[config.mk]
export PLATFORM = sky130hd
export DESIGN_NAME = paced_sink
export DESIGN_NICKNAME = d
export VERILOG_FILES = /design/src/rtl/paced_sink_pkg.sv /design/src/rtl/paced_sink_fifo.sv /design/src/rtl/paced_sink_ctrl.sv /design/src/rtl/paced_sink.sv
export SDC_FILE = /design/constraint.sdc
export NUM_CORES = 1
export LEC_CHECK = 0
export BUFFER_PORTS_ARGS = -buffer_cell sky130_fd_sc_hd__buf_4
export CORE_UTILIZATION = 50
export DETAILED_ROUTE_END_ITERATION = 10
export HOLD_SLACK_MARGIN = 0.06
export PLACE_DENSITY = 0.72
export SLEW_MARGIN = 5
export SYNTH_ARGS = -nofsm -noshare
export SYNTH_HDL_FRONTEND = slang
export SYNTH_SLANG_ARGS = --single-unit
[constraint.sdc]
create_clock -name clk -period 6.3 [get_ports clk]
set_input_delay 0.945 -clock clk [delete_from_list [all_inputs] [get_ports clk]]
set_output_delay 0.945 -clock clk [all_outputs]
set_load 0.005 [all_outputs]
[src/rtl/paced_sink_pkg.sv]
package paced_sink_pkg;

  typedef enum logic [1:0] {
    PACE_WAIT      = 2'd0,
    PACE_EAGER     = 2'd1,
    PACE_RANDOM    = 2'd2,
    PACE_EAGER_ALT = 2'd3
  } paceMode_e;

  typedef struct packed {
    logic push;
    logic pop;
  } fifoStrobe_t;

endpackage

[src/rtl/paced_sink_fifo.sv]
module paced_sink_fifo
  import paced_sink_pkg::*;
#(
  parameter int DATA_W = 8,
  parameter int DEPTH  = 4
) (
  input  logic              clk,
  input  logic              rstN,
  input  fifoStrobe_t       strobe,
  input  logic [DATA_W-1:0] wrData,
  output logic [DATA_W-1:0] rdData,
  output logic              fifoFull,
  output logic              fifoEmpty
);

  localparam int PTR_W = (DEPTH > 1) ? $clog2(DEPTH) : 1;
  localparam int CNT_W = $clog2(DEPTH + 1);
  localparam logic [PTR_W-1:0] LAST_PTR = PTR_W'(DEPTH - 1);
  localparam logic [CNT_W-1:0] FULL_CNT = CNT_W'(DEPTH);

  logic [DATA_W-1:0] mem [DEPTH];
  logic [PTR_W-1:0]  wrPtr, rdPtr;
  logic [CNT_W-1:0]  count;

  function automatic logic [PTR_W-1:0] nextPtr(input logic [PTR_W-1:0] p);
    return (p == LAST_PTR) ? '0 : p + 1'b1;
  endfunction

  always_ff @(posedge clk) begin
    if (strobe.push) mem[wrPtr] <= wrData;
  end

  always_ff @(posedge clk or negedge rstN) begin
    if (!rstN) begin
      wrPtr <= '0;
      rdPtr <= '0;
      count <= '0;
    end else begin
      if (strobe.push) wrPtr <= nextPtr(wrPtr);
      if (strobe.pop)  rdPtr <= nextPtr(rdPtr);
      case ({strobe.push, strobe.pop})
        2'b10:   count <= count + 1'b1;
        2'b01:   count <= count - 1'b1;
        default: count <= count;
      endcase
    end
  end

  assign rdData    = mem[rdPtr];
  assign fifoFull  = (count == FULL_CNT);
  assign fifoEmpty = (count == '0);

endmodule

[src/rtl/paced_sink_ctrl.sv]
module paced_sink_ctrl
  import paced_sink_pkg::*;
#(
  parameter int          LFSR_W     = 16,
  parameter logic [15:0] LFSR_TAPS  = 16'hB400,
  parameter logic [15:0] SEED_RESET = 16'hACE1,
  parameter paceMode_e   RESET_MODE = PACE_EAGER
) (
  input  logic              clk,
  input  logic              rstN,
  input  logic              inValid,
  input  logic              modeWe,
  input  logic [1:0]        modeIn,
  input  logic              seedWe,
  input  logic [LFSR_W-1:0] seedIn,
  input  logic              popReq,
  input  logic              fifoFull,
  input  logic              fifoEmpty,
  output logic              inReady,
  output fifoStrobe_t       strobe,
  output paceMode_e         modeQ,
  output logic [LFSR_W-1:0] lfsrQ
);

  localparam logic [LFSR_W-1:0] TAP_MASK  = LFSR_W'(LFSR_TAPS);
  localparam logic [LFSR_W-1:0] SEED_INIT = LFSR_W'(SEED_RESET);

  logic armQ;
  logic paceOk;
  logic feedback;

  assign feedback = ^(lfsrQ & TAP_MASK);

  always_ff @(posedge clk or negedge rstN) begin
    if (!rstN) modeQ <= RESET_MODE;
    else if (modeWe) modeQ <= paceMode_e'(modeIn);
  end

  always_ff @(posedge clk or negedge rstN) begin
    if (!rstN) lfsrQ <= SEED_INIT;
    else if (seedWe && (seedIn != '0)) lfsrQ <= seedIn;
    else lfsrQ <= {lfsrQ[LFSR_W-2:0], feedback};
  end

  always_ff @(posedge clk or negedge rstN) begin
    if (!rstN) armQ <= 1'b0;
    else if (modeQ != PACE_WAIT) armQ <= 1'b0;
    else if (strobe.push) armQ <= 1'b0;
    else if (inValid) armQ <= 1'b1;
  end

  always_comb begin
    case (modeQ)
      PACE_WAIT:   paceOk = armQ;
      PACE_RANDOM: paceOk = lfsrQ[0];
      default:     paceOk = 1'b1;
    endcase
  end

  assign inReady     = rstN & ~fifoFull & paceOk;
  assign strobe.push = inValid & inReady;
  assign strobe.pop  = popReq & ~fifoEmpty;

endmodule

[src/rtl/paced_sink.sv]
module paced_sink
  import paced_sink_pkg::*;
#(
  parameter int DATA_W = 8,
  parameter int DEPTH  = 4,
  parameter int LFSR_W = 16
) (
  input  logic              clk,
  input  logic              rstN,
  input  logic              inValid,
  input  logic [DATA_W-1:0] inData,
  output logic              inReady,
  input  logic              modeWe,
  input  logic [1:0]        modeIn,
  input  logic              seedWe,
  input  logic [LFSR_W-1:0] seedIn,
  input  logic              popReq,
  output logic [DATA_W-1:0] popData,
  output logic              popAvail
);

  fifoStrobe_t       strobe;
  logic              fifoFull;
  logic              fifoEmpty;
  paceMode_e         modeQ;
  logic [LFSR_W-1:0] lfsrQ;

  paced_sink_ctrl #(
    .LFSR_W(LFSR_W)
  ) uCtrl (
    .clk(clk), .rstN(rstN), .inValid(inValid),
    .modeWe(modeWe), .modeIn(modeIn),
    .seedWe(seedWe), .seedIn(seedIn),
    .popReq(popReq), .fifoFull(fifoFull), .fifoEmpty(fifoEmpty),
    .inReady(inReady), .strobe(strobe), .modeQ(modeQ), .lfsrQ(lfsrQ)
  );

  paced_sink_fifo #(
    .DATA_W(DATA_W), .DEPTH(DEPTH)
  ) uFifo (
    .clk(clk), .rstN(rstN), .strobe(strobe), .wrData(inData),
    .rdData(popData), .fifoFull(fifoFull), .fifoEmpty(fifoEmpty)
  );

  assign popAvail = rstN & ~fifoEmpty;

endmodule

==> results.md <==
* H-tree depth at 3
* Post-CTS Setup Repair Bufs at 0
* Die Ht at 71.75 um
* Top-count cell post-synth: edfxtp_1
* Leak at 0.001218 uW
* WP data required at 5350 ps
* Worst Tran Pin Value at 1051 ps
* Reg2reg start: uFifo.count[0]
* Synthesized flop and latch total at 58
* R2r worst-path depth at 9
* CP cell instances: mux4_2 -> buf_4
* CP bufs+invs at 1
* Final setup viols at 0
* Core area at 4692 sq um
* Crit path max fanout at 11
* Hold Buf Count CTS at 0
* Sum Neg Setup Slack at 0 ps
* Aggregate global routing overflow at 0
* First-pass GRT wire length at 6.375 mm
* Initial antenna violation count at 0
* Routed Antenna Nets at 0
* Diode count at 0
* Reg-to-reg slack, setup at 3930 ps
* HPWL after DPL at 2.798 mm
* Synth Area per Inst at 18.15 sq um
* CTS root buffer: clkbuf_8
* Unrepaired setup endpoints after global routing: false
* Share of the synthesized area in the top cell type at 39.51%
* Drt via density at 5.285
* Final GP Congestion at 0.6897
* Vias in the first global route at 1310
* CTS resizes at 0
* Gate Count Post-Synth at 134
* Cell variety after synth at 28
* Cell total after placement at 226
* Hold path depth at 1
* I/O pin total at 42
* Total Routed Length at 3.941 mm
* Fmax at 0.3655 GHz
* Hold Vio Cnt, Final at 0
* Minimum clock period after layout at 2736 ps
* Final cell count without fillers at 242
* TritonCTS clock tree: yes
* Longest Clk Path Bufs at 2
* WL/cell at 16.29 um
* Fin crit share at 43.43%
* Layout area overhead at 21.76%
* Worst VDD drop at 0.1719 mV
* Seq/Total Area, Yosys at 66.72%
* Share of post-route cells with drive strength above 1 at 50.53%
* End of the worst hold path: uCtrl.lfsrQ[4]
* Fin. max-slew vios at 0
* Chip width at 71.75 um
* Post-synth EDFFs at 32
* Die area at 5147 sq um
* Slew margin rel. at 29.96%
* Top cell family by delay on the critical path: flip-flops
* Syn_nets at 173
* Post-synth top flop: edfxtp_1
* DRC viols at 0
* Tot GR Track Use at 17.60%
* Pwr Total at 1071 uW
* Startpoint types: register
* CP max-delay cell: dfrtp_1
* First DRT Iteration DRCs at 44
* Cell area after synthesis at 2432 sq um
* CP Class: register to primary output
* Crit. End Element: primary output
* CTS Buf Count at 9
* Slowest cell delay on critical path at 730 ps
* CP arrival at 1790 ps
* Reg-to-Reg End: uFifo.count[2]
* Top cells by area, synth: edfxtp_1 40%, dfrtp_1 17%, dfstp_2 9.7%
* Yosys top cell by area: edfxtp_1
* FP Rows at 25
* PD cells at 361.5 nW/um^2
* Sinks on Clock Net at 58
* Ys Warns at 0
* Initial Utilization at 51.84%
* Worst skew pair latency at 320 ps
* Clock-pin slew on the worst setup and hold paths at 60 ps
* Ys async rst share at 44.83%
* Fin nets at 222
* MaxCap Viol Count at 0
* TritonRoute pass-1 iters at 4
* Buffers on Ports at 41
* HP Start: uCtrl.lfsrQ[3]
* HP Class: register to register
* Vias at 1279
* Fin Clk Skew at 6.032 ps
* Pin count of the biggest net entering global routing at 30
* Status: finished clean
* Post-synth top cells: 32 x edfxtp_1, 17 x dfrtp_1, 12 x mux2_2
## cell families after synthesis
kind of cell / synth area share, %
simple gates: 3.497
buf+inv: 2.057
flops: 66.72
compound gates: 2.727
mux: 18.93
fa+ha+maj: 3.909
xor+xnor: 2.160
## metrics by stage
stage          hold WS, ps  worst slack [ps]  instance area [sq um]  util (%)
3_3_place_gp         456.1              3677                   2788     59.41
2_1_floorplan        436.2              4080                   2432         -
3_5_place_dp         462.8              3600                   2788     59.41
6_report             479.1              3564                   2962     63.12
4_1_cts              482.1              3518                   2962     63.12
5_1_grt              497.0              3439                   2962     63.12
## where the power goes
part / switching [uW] / leakage, uW / internal (uW) / total (uW)
Combinational: 96.0 / 0.000539 / 163 / 259
Clock: 129 / 0.0000932 / 162 / 292
Sequential: 59.5 / 0.000585 / 460 / 520
Total: 285 / 0.00122 / 786 / 1070
## worst register-to-register path, delay by kind of cell, from the launching register on
| family | cells | cell delay [ps] |
|---|---|---|
| compound gates | 1 | 240 |
| xor+xnor | 2 | 300 |
| fa+ha+maj | 2 | 560 |
| buf+inv | 2 | 150 |
| flops | 1 | 430 |
| simple gates | 2 | 620 |
## cells in the final DEF (no fill, tap or decap), types with 4 or more instances in the layout
master / netlist / routed
and2_1: 4 / 4
mux2_4: 9 / 9
dfstp_2: 9 / 9
xnor2_1: 4 / 4
ha_1: 6 / 6
buf_4: 0 / 41
nor4_1: 5 / 5
dfrtp_1: 17 / 17
edfxtp_1: 32 / 32
mux2_2: 12 / 12
mux4_2: 8 / 8
clkbuf_8: 0 / 11
inv_1: 8 / 8
## registers in the layout (all words and copies together), names as in the netlist
signal / cells
uCtrl.armQ: 1
uCtrl.lfsrQ: 16
uCtrl.modeQ: 2
uFifo.count: 3
uFifo.mem: 32
uFifo.rdPtr: 2
uFifo.wrPtr: 2
## final cells by class
class	count	area, sq um
clock buffers	13	158.9
clock inverters	3	15.01
fillers	346	1730
inverters	8	30.03
multi-input cells	65	759.5
flip-flops and latches	58	1623
well taps	54	67.56
repair buffers	41	307.8
## per-layer routing
metal	global-route usage, %	part of all wire (%)	vias up
met4	13.07	2.1	0
met3	4.079	4.0	8
li1	-	-	606
met1	21.41	42	628
met5	0	0	-
met2	27.57	52	37
## worst max-delay path by stage
| stage | from | to | slack (ps) | cells past startpoint |
|---|---|---|---|---|
| 2_1_floorplan | inValid | uFifo.count[2] | 4080 | 8 |
| 3_3_place_gp | seedIn[8] | uCtrl.lfsrQ[12] | 3680 | 4 |
| 3_5_place_dp | rstN | uFifo.count[2] | 3600 | 9 |
| 4_1_cts | uFifo.rdPtr[0] | popData[1] | 3520 | 2 |
| 5_1_grt | uFifo.rdPtr[0] | popData[1] | 3440 | 2 |
| 6_report | uFifo.rdPtr[0] | popData[1] | 3560 | 2 |
Note: power is estimated with default switching activity, not from simulation.
